[config.mk]
export PLATFORM = sky130hd
export DESIGN_NAME = mem_rail_seq
export DESIGN_NICKNAME = d
export VERILOG_FILES = /design/src/rtl/mem_rail_seq_pkg.sv /design/src/rtl/mem_rail_flag_sync.sv /design/src/rtl/mem_rail_state_fsm.sv /design/src/rtl/mem_rail_pg_hold.sv /design/src/rtl/mem_rail_seq.sv
export SDC_FILE = /design/constraint.sdc
export NUM_CORES = 1
export LEC_CHECK = 0
export BUFFER_PORTS_ARGS = -buffer_cell sky130_fd_sc_hd__buf_2
export CAP_MARGIN = 20
export CORE_UTILIZATION = 50
export CTS_CLUSTER_SIZE = 20
export DETAILED_ROUTE_END_ITERATION = 10
export HOLD_SLACK_MARGIN = 0.12
export PLACE_DENSITY = 0.72
export SETUP_SLACK_MARGIN = 0.1
export SYNTH_ARGS = -nofsm -noshare
export SYNTH_HDL_FRONTEND = slang
export SYNTH_SLANG_ARGS = --single-unit
[constraint.sdc]
create_clock -name clk -period 1.3 [get_ports clk]
set_input_delay 0.195 -clock clk [delete_from_list [all_inputs] [get_ports clk]]
set_output_delay 0.195 -clock clk [all_outputs]
set_load 0.005 [all_outputs]
[src/rtl/mem_rail_seq_pkg.sv]
`timescale 1ns/1ps
// Package: shared state type for the memory rail sequencer.
// Assumes: three operating states, encoded in two bits.
package mem_rail_seq_pkg;
    typedef enum logic [1:0] {
        ST_OFF  = 2'd0,   // S5: all rails off
        ST_ON   = 2'd1,   // S0: full operation
        ST_STBY = 2'd2    // S3: standby switcher only
    } rail_state_e;

    localparam int NUM_FLAGS = 6;
    // Bit positions of the flags in the synchronizer bus
    localparam int FL_AUX   = 0;
    localparam int FL_MAIN  = 1;
    localparam int FL_SLEEP = 2;
    localparam int FL_DUTY  = 3;
    localparam int FL_MREG  = 4;
    localparam int FL_TREG  = 5;
endpackage

[src/rtl/mem_rail_flag_sync.sv]
`timescale 1ns/1ps
// Module: multi-bit flag synchronizer.
// Each bit passes independently through STAGES flops; bits are
// assumed to be slow level flags, so no cross-bit coherency is given.
module mem_rail_flag_sync #(
    parameter int WIDTH  = 6,
    parameter int STAGES = 2
) (
    input  logic             clk,
    input  logic             rst_n,
    input  logic [WIDTH-1:0] async_i,
    output logic [WIDTH-1:0] sync_o
);
    logic [WIDTH-1:0] stage_q [STAGES];

    generate
        for (genvar s = 0; s < STAGES; s++) begin : g_stage
            if (s == 0) begin : g_first
                // Capture the raw asynchronous flags
                always_ff @(posedge clk) begin
                    if (!rst_n) stage_q[0] <= '0;
                    else        stage_q[0] <= async_i;
                end
            end else begin : g_next
                // Move the flags one stage further
                always_ff @(posedge clk) begin
                    if (!rst_n) stage_q[s] <= '0;
                    else        stage_q[s] <= stage_q[s-1];
                end
            end
        end
    endgenerate

    assign sync_o = stage_q[STAGES-1];
endmodule

[src/rtl/mem_rail_state_fsm.sv]
`timescale 1ns/1ps
// Module: operating state decoder.
// Picks S0/S3/S5 from synchronized supply flags and emits a one-cycle
// restart pulse on the first S0 cycle after S5.
// Assumes: all inputs are already synchronous to clk.
module mem_rail_state_fsm
    import mem_rail_seq_pkg::*;
(
    input  logic        clk,
    input  logic        rst_n,
    input  logic        aux_ok,
    input  logic        main_ok,
    input  logic        sleep_req,
    input  logic        duty_max,
    output rail_state_e state_o,
    output logic        restart_o
);
    rail_state_e state_q, state_d;
    logic        restart_q;

    // Next-state decode
    always_comb begin
        state_d = state_q;
        if (!aux_ok) begin
            state_d = ST_OFF;
        end else if (!sleep_req) begin
            state_d = main_ok ? ST_ON : ST_OFF;
        end else begin
            unique case (state_q)
                ST_OFF:  state_d = ST_OFF;
                ST_ON:   state_d = (main_ok && !duty_max) ? ST_ON : ST_STBY;
                ST_STBY: state_d = ST_STBY;
                default: state_d = ST_OFF;
            endcase
        end
    end

    // State register and restart pulse
    always_ff @(posedge clk) begin
        if (!rst_n) begin
            state_q   <= ST_OFF;
            restart_q <= 1'b0;
        end else begin
            state_q   <= state_d;
            restart_q <= (state_q == ST_OFF) && (state_d == ST_ON);
        end
    end

    assign state_o   = state_q;
    assign restart_o = restart_q;
endmodule

[src/rtl/mem_rail_pg_hold.sv]
`timescale 1ns/1ps
// Module: power-good hold timer.
// Releases once the qualifying condition has held for HOLD_CYC edges;
// any dropout clears the count and withdraws the release at once.
// Assumes: HOLD_CYC >= 1.
module mem_rail_pg_hold #(
    parameter int HOLD_CYC = 40000
) (
    input  logic clk,
    input  logic rst_n,
    input  logic qual_i,
    output logic release_o
);
    localparam int CW = $clog2(HOLD_CYC + 1);
    localparam logic [CW-1:0] CNT_TOP = CW'(HOLD_CYC);

    logic [CW-1:0] cnt_q;

    // Count qualified cycles, saturating at the hold limit
    always_ff @(posedge clk) begin
        if (!rst_n || !qual_i) cnt_q <= '0;
        else if (cnt_q != CNT_TOP) cnt_q <= cnt_q + 1'b1;
    end

    assign release_o = qual_i && (cnt_q == CNT_TOP);
endmodule

[src/rtl/mem_rail_seq.sv]
`timescale 1ns/1ps
// Module: memory rail state sequencer (top).
// Synchronizes the supply flags, decodes the state, gates the
// termination enable on main-rail regulation and times power-good.
// Assumes: flags are level signals that are stable for several cycles.
module mem_rail_seq
    import mem_rail_seq_pkg::*;
#(
    parameter int HOLD_CYC    = 40000,
    parameter int SYNC_STAGES = 2
) (
    input  logic clk,
    input  logic rst_n,
    input  logic aux_ok_i,
    input  logic main_ok_i,
    input  logic sleep_req_i,
    input  logic duty_max_i,
    input  logic main_inreg_i,
    input  logic term_inreg_i,
    output logic main_en_o,
    output logic stby_sw_en_o,
    output logic term_en_o,
    output logic ss_restart_o,
    output logic pg_pull_o
);
    logic [NUM_FLAGS-1:0] flag_raw, flag_s;
    logic        aux_ok_s, main_ok_s, sleep_s, duty_s;
    logic        main_inreg_s, term_inreg_s;
    rail_state_e state;
    logic        pg_qual, pg_release;

    // Collect the raw flags into one bus
    always_comb begin
        flag_raw           = '0;
        flag_raw[FL_AUX]   = aux_ok_i;
        flag_raw[FL_MAIN]  = main_ok_i;
        flag_raw[FL_SLEEP] = sleep_req_i;
        flag_raw[FL_DUTY]  = duty_max_i;
        flag_raw[FL_MREG]  = main_inreg_i;
        flag_raw[FL_TREG]  = term_inreg_i;
    end

    mem_rail_flag_sync #(.WIDTH(NUM_FLAGS), .STAGES(SYNC_STAGES)) u_sync (
        .clk     (clk),
        .rst_n   (rst_n),
        .async_i (flag_raw),
        .sync_o  (flag_s)
    );

    assign aux_ok_s     = flag_s[FL_AUX];
    assign main_ok_s    = flag_s[FL_MAIN];
    assign sleep_s      = flag_s[FL_SLEEP];
    assign duty_s       = flag_s[FL_DUTY];
    assign main_inreg_s = flag_s[FL_MREG];
    assign term_inreg_s = flag_s[FL_TREG];

    mem_rail_state_fsm u_fsm (
        .clk       (clk),
        .rst_n     (rst_n),
        .aux_ok    (aux_ok_s),
        .main_ok   (main_ok_s),
        .sleep_req (sleep_s),
        .duty_max  (duty_s),
        .state_o   (state),
        .restart_o (ss_restart_o)
    );

    assign pg_qual = (state == ST_ON) && main_inreg_s && term_inreg_s;

    mem_rail_pg_hold #(.HOLD_CYC(HOLD_CYC)) u_pg (
        .clk       (clk),
        .rst_n     (rst_n),
        .qual_i    (pg_qual),
        .release_o (pg_release)
    );

    // Output decode from the state
    assign main_en_o    = (state == ST_ON);
    assign stby_sw_en_o = (state == ST_STBY);
    assign term_en_o    = (state == ST_ON) && main_inreg_s;
    assign pg_pull_o    = !pg_release;
endmodule

Yosys cells after proc, flatten, opt, wreduce, memory -nomap -nowiden
Memory sizes are Yosys's and may differ from the RTL's. Index checks and enable logic that the tools add are counted.

Word-level logic and storage cells: 32. Memory bits (writable): 12. Bits in registers: 19. Memories: 1. Bits of input ports: 8.

Mux-type cells: 9. Add/sub/neg operators: 1. Bitwise operators: 2. Equal/unequal tests: 5. Reduce and logical (&&, ||, !) cells: 11.

Memories: u_sync.stage_q (words 2, width 6, read ports 2, clocked after Yosys merged registers in 0, wr ports 2, line mem_rail_flag_sync.sv:14) `logic [WIDTH-1:0] stage_q [STAGES];`.

Operators by type and width (number): adder 16 x 1 -> 16 bit (second input constant) (1); equality test 16 bit (second input constant) (1); inequality test 16 bit (second input constant) (1); two-way mux 6 bit (2); two-way mux 2 bit (3); logical AND 1 bit (5); equality test 2 x 1 -> 1 bit (second input constant) (2); zero test 1 bit (4); case mux 2 bit (2 select lines) (1); two-way mux 1 bit (3); equality test 2 bit (second input constant) (1); zero test 2 bit (1); OR 1 bit (2); logical OR 1 bit (1).

Depth between registers and ports, before layout
Gate-level depths: netlist (run 1). An unclocked memory read counts as a cell.

Depth in word-level cells: 9. Gate-level depth with buffers: 6. Depth with buffers taken out: 6.

By module
A second synthesis (run 1) with hierarchy kept.

Cell total of the unflattened synthesis: 135. Area, all modules: 1346.3 um^2.

Modules (own cells, without submodules): mem_rail_pg_hold (cells each 89, area each 818.3 um^2, instances 1, seq. area each 320.3 um^2); mem_rail_flag_sync (cells each 25, area each 336.6 um^2, instances 1, seq. area each 240.2 um^2); mem_rail_state_fsm (cells each 16, area each 152.6 um^2, instances 1, seq. area each 60.1 um^2); mem_rail_seq (cells each 5, area each 38.8 um^2, instances 1, seq. area each 0.0 um^2).

Least setup slack after synthesis (run 1)
Ideal clock, no wire load.

Path type: register to register. Start point: register u_fsm.state_q[1], in the netlist u_fsm.state_o[1]. End point: register u_pg.cnt_q[0]. Data arrival time: 1210 ps. Cell stages (with the launch flop): 7. Path buffers: 1. Setup time: 119 ps. Period minus slack after synthesis: 1329 ps. Path slack: -29 ps. Path through: dfxtp_1 -> inv_1 -> ha_1 -> and2_1 -> nand3_1 -> buf_2 -> nor2_1.

Longest elaborated chain between the ends: 5.

RTL lines: start: declaration (line mem_rail_state_fsm.sv:18) `rail_state_e state_q, state_d;`; start signal: assignment (line mem_rail_state_fsm.sv:44) `state_q <= state_d;`; equality test 2 x 1 -> 1 bit; via main_en_o (line mem_rail_seq.sv:20) `output logic main_en_o,`; logical AND 1 bit (line mem_rail_seq.sv:68) `assign pg_qual = (state == ST_ON) && main_inreg_s && term_inreg_s;`; via term_en_o (line mem_rail_seq.sv:22) `output logic term_en_o,`; logical AND 1 bit (line mem_rail_seq.sv:68); zero test 1 bit (line mem_rail_pg_hold.sv:21) `if (!rst_n || !qual_i) cnt_q <= '0;`; logical OR 1 bit (line mem_rail_pg_hold.sv:21); end signal: assignment (line mem_rail_pg_hold.sv:22) `else if (cnt_q != CNT_TOP) cnt_q <= cnt_q + 1'b1;`; end: declaration (line mem_rail_pg_hold.sv:17) `logic [CW-1:0] cnt_q;`.

The timed path passes the listed nets, and every way through them passes these cells. A chain may end at the register's enable or synchronous reset.

Final worst setup path (run 1)
Start point: register u_pg.cnt_q[14]. End point: output port pg_pull_o.

Longest elaborated chain between the ends: 3.

RTL lines: equality test 16 bit (line mem_rail_pg_hold.sv:25) `assign release_o = qual_i && (cnt_q == CNT_TOP);`; logical AND 1 bit (line mem_rail_pg_hold.sv:25); zero test 1 bit (line mem_rail_seq.sv:81) `assign pg_pull_o = !pg_release;`; end: declaration (line mem_rail_seq.sv:24) `output logic pg_pull_o`.

Every way passes these cells.

==> results of run 1 <==
==> synth_stat cells (2+ instances only) <==
| master | instances | share of area |
|---|---|---|
| dfxtp_1 | 31 | 0.47 |
| and2_1 | 13 | 0.062 |
| nor2_1 | 11 | 0.031 |
| xnor2_1 | 9 | 0.060 |
| inv_1 | 8 | 0.023 |
| nand3_1 | 8 | 0.031 |
| a21oi_1 | 6 | 0.023 |
| ha_1 | 5 | 0.048 |
| nand2_1 | 5 | 0.014 |
| nor3_1 | 4 | 0.015 |
| nor2_2 | 3 | 0.014 |
| nor4_4 | 3 | 0.049 |
| xor2_1 | 3 | 0.020 |
| nand2b_1 | 2 | 0.0095 |
| nand4_1 | 2 | 0.0095 |
| or3_1 | 2 | 0.0095 |
==> kinds of logic (layout without fill, tap and decap cells) <==
kind of cell | after synthesis | count (layout) | share of synthesized area
and+or+nand+nor | 63 | 64 | 0.320
DFF | 31 | 31 | 0.473
xor gates and xnor gates | 12 | 12 | 0.0801
buffers and inverters | 11 | 74 | 0.0381
AOI/OAI and AO/OA | 8 | 8 | 0.0334
adders and majority gates | 5 | 5 | 0.0477
muxes | 1 | 1 | 0.00763
==> per-layer routing <==
layer,GRT usage,share of wire,up-vias
met4,0.136,0.041,0
li1,-,-,572
met1,0.329,0.41,598
met5,0,0,-
met3,0.115,0.059,16
met2,0.450,0.49,60
==> area by class of cell <==
type                    instances  area, um2
repair buffers                 58        524
fillers                        90        262
multi-input cells              90        922
flip-flops and latches         31        641
well taps                      30       37.5
clock inverters                 3       23.8
inverters                       8       30.0
clock buffers                   5       37.5
==> through the flow <==
stage          setup WS, ns  instance area (um2)
6_report             -0.519                 2220
5_1_grt              -0.555                 2220
4_1_cts              -0.372                 2010
3_5_place_dp         -0.156                 1590
3_3_place_gp         -0.110                 1590
2_1_floorplan        0.0477                 1350
==> worst max-delay path by stage <==
stage | from | to | slack (ns) | depth (start not counted)
floorplan | u_pg.cnt_q[0] | pg_pull_o | 0.05 | 6
global placement | u_pg.cnt_q[3] | pg_pull_o | -0.11 | 5
detailed placement | u_pg.cnt_q[3] | pg_pull_o | -0.16 | 5
CTS | u_pg.cnt_q[0] | pg_pull_o | -0.37 | 7
global route | u_pg.cnt_q[0] | pg_pull_o | -0.55 | 7
finish | u_pg.cnt_q[14] | pg_pull_o | -0.52 | 5
==> power by group through the flow <==
stage                     registers (mW)  logic, mW  clock network (mW)
final                              0.972     0.0476               0.599
after CTS                          0.969     0.0433               0.590
after detailed placement           0.990     0.0285                   0
after floorplan                    0.989     0.0152                   0
after global placement             0.989     0.0272                   0
after global routing               0.973     0.0520               0.654
==> flip-flops by register name (all words and copies together) (netlist names) <==
register / flops
u_pg.cnt_q: 16
u_fsm.restart_o: 1
u_sync.stage_q: 12
u_fsm.state_o: 2
==> timing repair <==
item / 4_1_cts / 5_1_grt
hold buffers: 6 / 0
setup buffers: 13 / 12
hold endpoints to repair: 6 / 0
pin swaps: 21 / 20
endpoints found under the setup margin: 20 / 22
gates resized for setup: 48 / 27
cloned: 1 / 0
==> placed cells by master, fill, tap and decap left out, types with 2 or more instances in the layout <==
cell type | Yosys | layout
clkbuf_4 | 0 | 5
a21oi_1 | 6 | 2
nand4_1 | 2 | 2
inv_1 | 8 | 4
clkinv_4 | 0 | 2
buf_2 | 1 | 9
nor2_2 | 3 | 4
ha_4 | 0 | 5
nand3_1 | 8 | 4
nor3_4 | 0 | 4
and2_1 | 13 | 12
nor2_4 | 0 | 2
nor4_4 | 3 | 4
buf_4 | 0 | 22
dlygate4sd3_1 | 0 | 6
nand2_1 | 5 | 3
dfxtp_1 | 31 | 19
nand3_4 | 0 | 2
nor2_1 | 11 | 8
dfxtp_2 | 0 | 10
xnor2_1 | 9 | 8
dfxtp_4 | 0 | 2
nand3_2 | 1 | 4
inv_2 | 0 | 4
buf_6 | 1 | 19
xor2_1 | 3 | 2
a21oi_2 | 0 | 4
buf_12 | 0 | 2
==> out/metrics.yaml, run 1 <==
fin_util: 0.894
vias_per_cell: 5.54
cts_buffer_depth: 2
synth_fp_nets: 144
crit_required_ns: 1.11
grt_remaining_overflow: 0
leakage_nw: 0.943
ir_worst_vdd_v: 0.000971
drt_wl_total_um: 4110
drt_first_pass_iters: 4
finalCritPeriodShare: 1.40
fin_nets: 207
crit_buf_inv: 2
power.total_mw: 1.62
setup_ws_ns: -0.519
num_io_pins: 13
cp-start-kind: "flop"
hpwl_um: 1710
vias: 1246
initial_utilization: 0.530
cts_tree: "yes"
syn_area_per_cell_um2: 10.0
failed_checks: "negative setup slack"
cp_cell_sequence: "nor4_2 -> nand4b_1 -> inv_1 -> nand3_2 -> buf_2"
r2r-start: "u_pg.cnt_q[14]"
rsz0062_at_grt: "yes"
holdPathEnd: "u_sync.stage_q[0][4]"
fin_cells: 225
cts.sinks: 31
drt_iter0_markers: 30
min_period_ns: 1.82
p_sw_frac: 0.251
die_w_um: 53.2
worstHoldStart: "rst_n"
r2r_slack_ns: -0.25
internal_power_mw: 1.21
cp.arrival_ns: 1.62
fin_skew_ns: 0.0107
path_class: "flop to primary output"
first_global_vias: 1140
synth.distinct_cells: 32
hold_viol: 0
cap_violations: 0
clk_pin_slew_ns: 0.12
hp-class: "primary input to flop"
dieArea_mm2: 0.00283
coreArea_mm2: 0.00248
synth-edff-count: 0
cp_max_fo: 4
root_buffer: "clkbuf_4"
whs_path_depth: 2
synth_warnings: 0
grt_antenna_before_repair: 0
cts-buffers-inserted: 5
grt_first_pass_wirelength_um: 5400
syn_to_final_growth_pct: 68.8
pwr-share-comb: 0.029
clock_latency_ns: 0.34
clkPwrFrac: 0.370
crit_family: "simple AND/OR/NAND/NOR gates"
antenna_left: 0
slowest_delay_ns: 0.39
tns_ns: -2.05
rows: 18
wl_per_cell_um: 18.2
slew_violations: 0
tightest_slew_ns: 0.321
power.switching_mw: 0.407
routabilityCongestion: 0.796
drive_above_1_share: 0.605
synth_seq_area_share: 0.473
outcome: "complete, but fails checks"
grt_start_max_net_pins: 17
htreeDepth: 2
setup_viol: 16
holdWs_ns: 0.211
p_seq_frac: 0.600
die_y_um: 53.2
grt_usage: 0.284
end_kind: "primary output"
synthCells: 131
portBuffers: 12
antenna_cells: 0
fmax_ghz: 0.550
drc: 0
cp_slowest_cell: "dfxtp_1"
place.detailed.instances: 191
r2r_end: "u_pg.cnt_q[2]"
synth-main-ff-cell: "dfxtp_1"
ys_ff_latch: 31
synth_area_mm2: 0.00131
slew_headroom: 0.785
worst-r2r-cell-count: 6
p_per_area_mw_per_mm2: 730
synth-async-reset-ratio: 0
No activity file was read; power rests on OpenSTA's default activity.
==> inputs of run 2 (changes only) <==
- PLACE_DENSITY: 0.72 -> default
- PLACE_DENSITY_LB_ADDON: default -> 0.12
- SKIP_CTS_REPAIR_TIMING: default -> 1
==> run 2 against run 1 <==
Effect of this change: the run still ends with negative setup slack left; sequential share of layout area up 4.3 points; clock-buffer cell count grew 1; via count decreased by 15%; critical endpoint unchanged; clock skew rose by 0.0022 ns; final area shrank 12%; wire length down 30%; die area is the same; register-to-register slack better by 0.13 ns; utilization decreased by 11 points; global-route usage fell by 7.9 points; final cell count decreased by 5.8%; flip-flop and latch count unchanged.
==> out/metrics.yaml, run 2 (synthesis results as in run 1) <==
outcome: "complete, but fails checks"
failed_checks: "negative setup slack"
whs_path_depth: 3
rows: 18
power.switching_mw: 0.318
grt_start_max_net_pins: 16
portBuffers: 12
crit_required_ns: 1.11
drc: 0
p_seq_frac: 0.640
cp-start-kind: "flop"
wl_per_cell_um: 13.5
clk_pin_slew_ns: 0.09
vias_per_cell: 4.97
min_period_ns: 1.71
ir_worst_vdd_v: 0.000804
clkPwrFrac: 0.330
holdWs_ns: 0.231
antenna_cells: 0
end_kind: "primary output"
fin_skew_ns: 0.0129
cp_max_fo: 4
r2r_slack_ns: -0.12
internal_power_mw: 1.19
slew_headroom: 0.798
worst-r2r-cell-count: 5
p_sw_frac: 0.211
cp.arrival_ns: 1.51
worstHoldStart: "rst_n"
htreeDepth: 2
syn_to_final_growth_pct: 48.2
setup_viol: 11
top_register: "u_pg.cnt_q"
fin_nets: 194
grt_first_pass_wirelength_um: 4110
cts.sinks: 31
drt_wl_total_um: 2860
routabilityCongestion: 0.764
hp-class: "primary input to flop"
first_global_vias: 1004
die_w_um: 53.2
p_per_area_mw_per_mm2: 773
die_y_um: 53.2
hpwl_um: 1790
vias: 1053
initial_utilization: 0.530
grt_remaining_overflow: 0
holdPathEnd: "u_fsm.state_o[0]"
path_class: "flop to primary output"
drt_iter0_markers: 12
grt_usage: 0.206
cts_tree: "yes"
root_buffer: "clkbuf_4"
cts_buffer_depth: 2
tightest_slew_ns: 0.300
dieArea_mm2: 0.00283
cts-buffers-inserted: 5
slew_violations: 0
drt_first_pass_iters: 5
antenna_left: 0
leakage_nw: 0.779
pwr-share-comb: 0.029
finalCritPeriodShare: 1.31
drive_above_1_share: 0.500
largest_register_ffs: 16
hold_viol: 0
r2r-start: "u_pg.cnt_q[0]"
fmax_ghz: 0.586
num_io_pins: 13
clock_latency_ns: 0.32
fin_util: 0.785
power.total_mw: 1.50
setup_ws_ns: -0.408
grt_antenna_before_repair: 0
rsz0062_at_grt: "yes"
cap_violations: 0
coreArea_mm2: 0.00248
r2r_end: "u_pg.cnt_q[6]"
mostFrequentLayoutCells: "buf_4, dfxtp_1, and2_1, buf_2"
## run 2: cell types whose count changed in the layout (fill, tap and decap cells not counted), moves of 3 or more
cell / before / now
a21oi_2: 4 / 0
a21oi_1: 2 / 6
nor3_4: 4 / 1
buf_6: 19 / 9
dfxtp_4: 2 / 5
nor3_2: 0 / 3
dfxtp_2: 10 / 6
## run 2: routing by layer
metal / routed length (um) / vias to the layer above / track usage
met5: 0 / - / 0
met3: 92 / 2 / 0.0776
met4: 20 / 0 / 0.0789
li1: - / 540 / -
met2: 1520 / 17 / 0.335
met1: 1230 / 494 / 0.240
## run 2: layout make-up
class / count / area [um2]
inverters: 8 / 35.0
flip-flops and latches: 31 / 647
clock inverters: 2 / 7.51
multi-input cells: 90 / 816
repair buffers: 45 / 362
fillers: 167 / 532
well taps: 30 / 37.5
clock buffers: 6 / 41.3
## run 2: worst max-delay path by stage
stage,start,end,depth (start not counted)
after global routing,u_pg.cnt_q[1],pg_pull_o,7
final,u_pg.cnt_q[0],pg_pull_o,7
after floorplan,u_pg.cnt_q[0],pg_pull_o,6
after global placement,u_pg.cnt_q[0],u_pg.cnt_q[1],7
after detailed placement,u_pg.cnt_q[0],u_pg.cnt_q[1],7
after CTS,u_pg.cnt_q[0],pg_pull_o,7
## run 2: power groups by stage
stage                     combinational [mW]  sequential (mW)  clock (mW)
after floorplan                       0.0152            0.989           0
after global placement                0.0277            0.989           0
after detailed placement              0.0291            0.990           0
after CTS                             0.0292            0.968       0.511
after global routing                  0.0496            0.965       0.559
final                                 0.0439            0.963       0.497
## run 2: per-stage QoR
stage | instance area [um2] | setup slack (ns) | std cells | TNS [ns]
3_3_place_gp | 1560 | -0.0953 | 188 | -0.320
3_5_place_dp | 1560 | -0.102 | 188 | -0.342
6_report | 1950 | -0.408 | 212 | -0.972
4_1_cts | 1610 | -0.456 | 196 | -1.07
5_1_grt | 1950 | -0.496 | 212 | -2.02
2_1_floorplan | 1350 | 0.0477 | 131 | 0
## run 2: worst max-delay path: stages (launching register included)
cell and delay (ns):
dfxtp_4 0.37, inv_4 0.06, ha_4 0.11, nor4bb_4 0.17, nand4b_1 0.18, inv_1 0.11, nand3_2 0.07, buf_2 0.13
==> inputs of run 3 (changes only) <==
- CORE_ASPECT_RATIO: default -> 1.4
==> run 3 against run 2 <==
Effect of this change: via count increased by 0.38%; the run still ends with negative setup slack left; critical endpoint unchanged; global-route usage decreased by 0.17 points; non-clock buffer count decreased by 4; largest cell class unchanged; critical path type unchanged; combinational power increased by 4%; flip-flop and latch count unchanged.
==> out/metrics.yaml, run 3 (synthesis results as in run 1) <==
setup_ws_ns: -0.397
rsz0062_at_grt: "yes"
dieArea_mm2: 0.00284
antenna_left: 0
initial_utilization: 0.537
grt_first_pass_wirelength_um: 4200
fin_nets: 190
end_kind: "primary output"
grt_remaining_overflow: 0
cts.sinks: 31
drive_above_1_share: 0.494
cts-buffers-inserted: 5
rows: 21
routabilityCongestion: 0.764
cp_max_fo: 3
grt_antenna_before_repair: 0
clk_pin_slew_ns: 0.09
ir_worst_vdd_v: 0.000900
drt_iter0_markers: 17
slew_violations: 0
finalInstanceArea_mm2: 0.00192
top_register: "u_pg.cnt_q"
vias: 1057
crit_required_ns: 1.11
hpwl_um: 1860
finalCritPeriodShare: 1.31
place.detailed.instances: 193
cap_violations: 0
drt_wl_total_um: 2720
mostFrequentLayoutCells: "buf_4, dfxtp_1, and2_1, buf_2, nor2_1"
fin_cells: 212
drc: 0
grt_start_max_net_pins: 17
vias_per_cell: 4.99
hp-class: "primary input to flop"
setup_viol: 7
htreeDepth: 2
antenna_cells: 0
root_buffer: "clkbuf_4"
slew_headroom: 0.818
grt_usage: 0.204
tightest_slew_ns: 0.270
cp-start-kind: "flop"
path_class: "flop to primary output"
clock_latency_ns: 0.35
cts_buffer_depth: 2
failed_checks: "negative setup slack"
first_global_vias: 1007
outcome: "complete, but fails checks"
num_io_pins: 13
fmax_ghz: 0.589
die_y_um: 62.6
largest_register_ffs: 16
drt_first_pass_iters: 4
hold_viol: 0
power.total_mw: 1.68
syn_to_final_growth_pct: 46.4
cts_tree: "yes"
leakage_nw: 0.782
portBuffers: 12
wl_per_cell_um: 12.8
cp.arrival_ns: 1.50
coreArea_mm2: 0.00244
min_period_ns: 1.70
die_w_um: 45.3
fin_skew_ns: 0.0151
p_per_area_mw_per_mm2: 872
place_area_mm2: 0.00158
run 3: path summary, 6_finish.rpt:
| path | startpoint | endpoint | slack [ns] | depth (start not counted) |
|---|---|---|---|---|
| worst min register to register | u_sync.stage_q[0][3] | u_sync.stage_q[1][3] | 0.44 | 1 |
| worst max register to register | u_pg.cnt_q[0] | u_pg.cnt_q[1] | -0.07 | 7 |
| worst max-delay path | u_pg.cnt_q[0] | pg_pull_o | -0.40 | 7 |
| worst min-delay path | rst_n | u_fsm.state_o[1] | 0.16 | 2 |
run 3: metal layers:
metal	vias up	wire (um)	global-route usage
met1	504	1040	0.206
met5	-	0	0
met4	0	47	0.0568
li1	532	-	-
met3	5	77	0.0694
met2	16	1550	0.373
run 3: report_power, final:
group	internal [mW]	total [mW]	switching, mW
clock	0.317	0.663	0.346
combinational	0.0316	0.0458	0.0142
sequential	0.960	0.967	0.00675
run 3: critical path, cell delays in order, from the launching register on:
cell and delay [ns]:
dfxtp_2 0.34, inv_2 0.07, ha_4 0.12, nor4bb_4 0.18, nand4b_1 0.17, inv_1 0.11
nand3_2 0.05, buf_2 0.12
run 3: cell type report:
class	count	area, um2
flip-flops and latches	31	642
fillers	159	522
repair buffers	41	325
inverters	8	30.0
multi-input cells	90	811
clock inverters	1	6.26
well taps	34	42.5
clock buffers	7	65.1
run 3: metrics by stage:
stage	setup WS (ns)	TNS, ns	hold WS, ns	util
after floorplan	0.0477	0	0.317	-
after global placement	-0.0172	-0.0579	0.403	0.648
after detailed placement	-0.0965	-0.351	0.406	0.648
after CTS	-0.451	-1.23	0.0563	0.677
after global routing	-0.512	-1.61	0.169	0.786
final	-0.397	-0.713	0.161	0.786
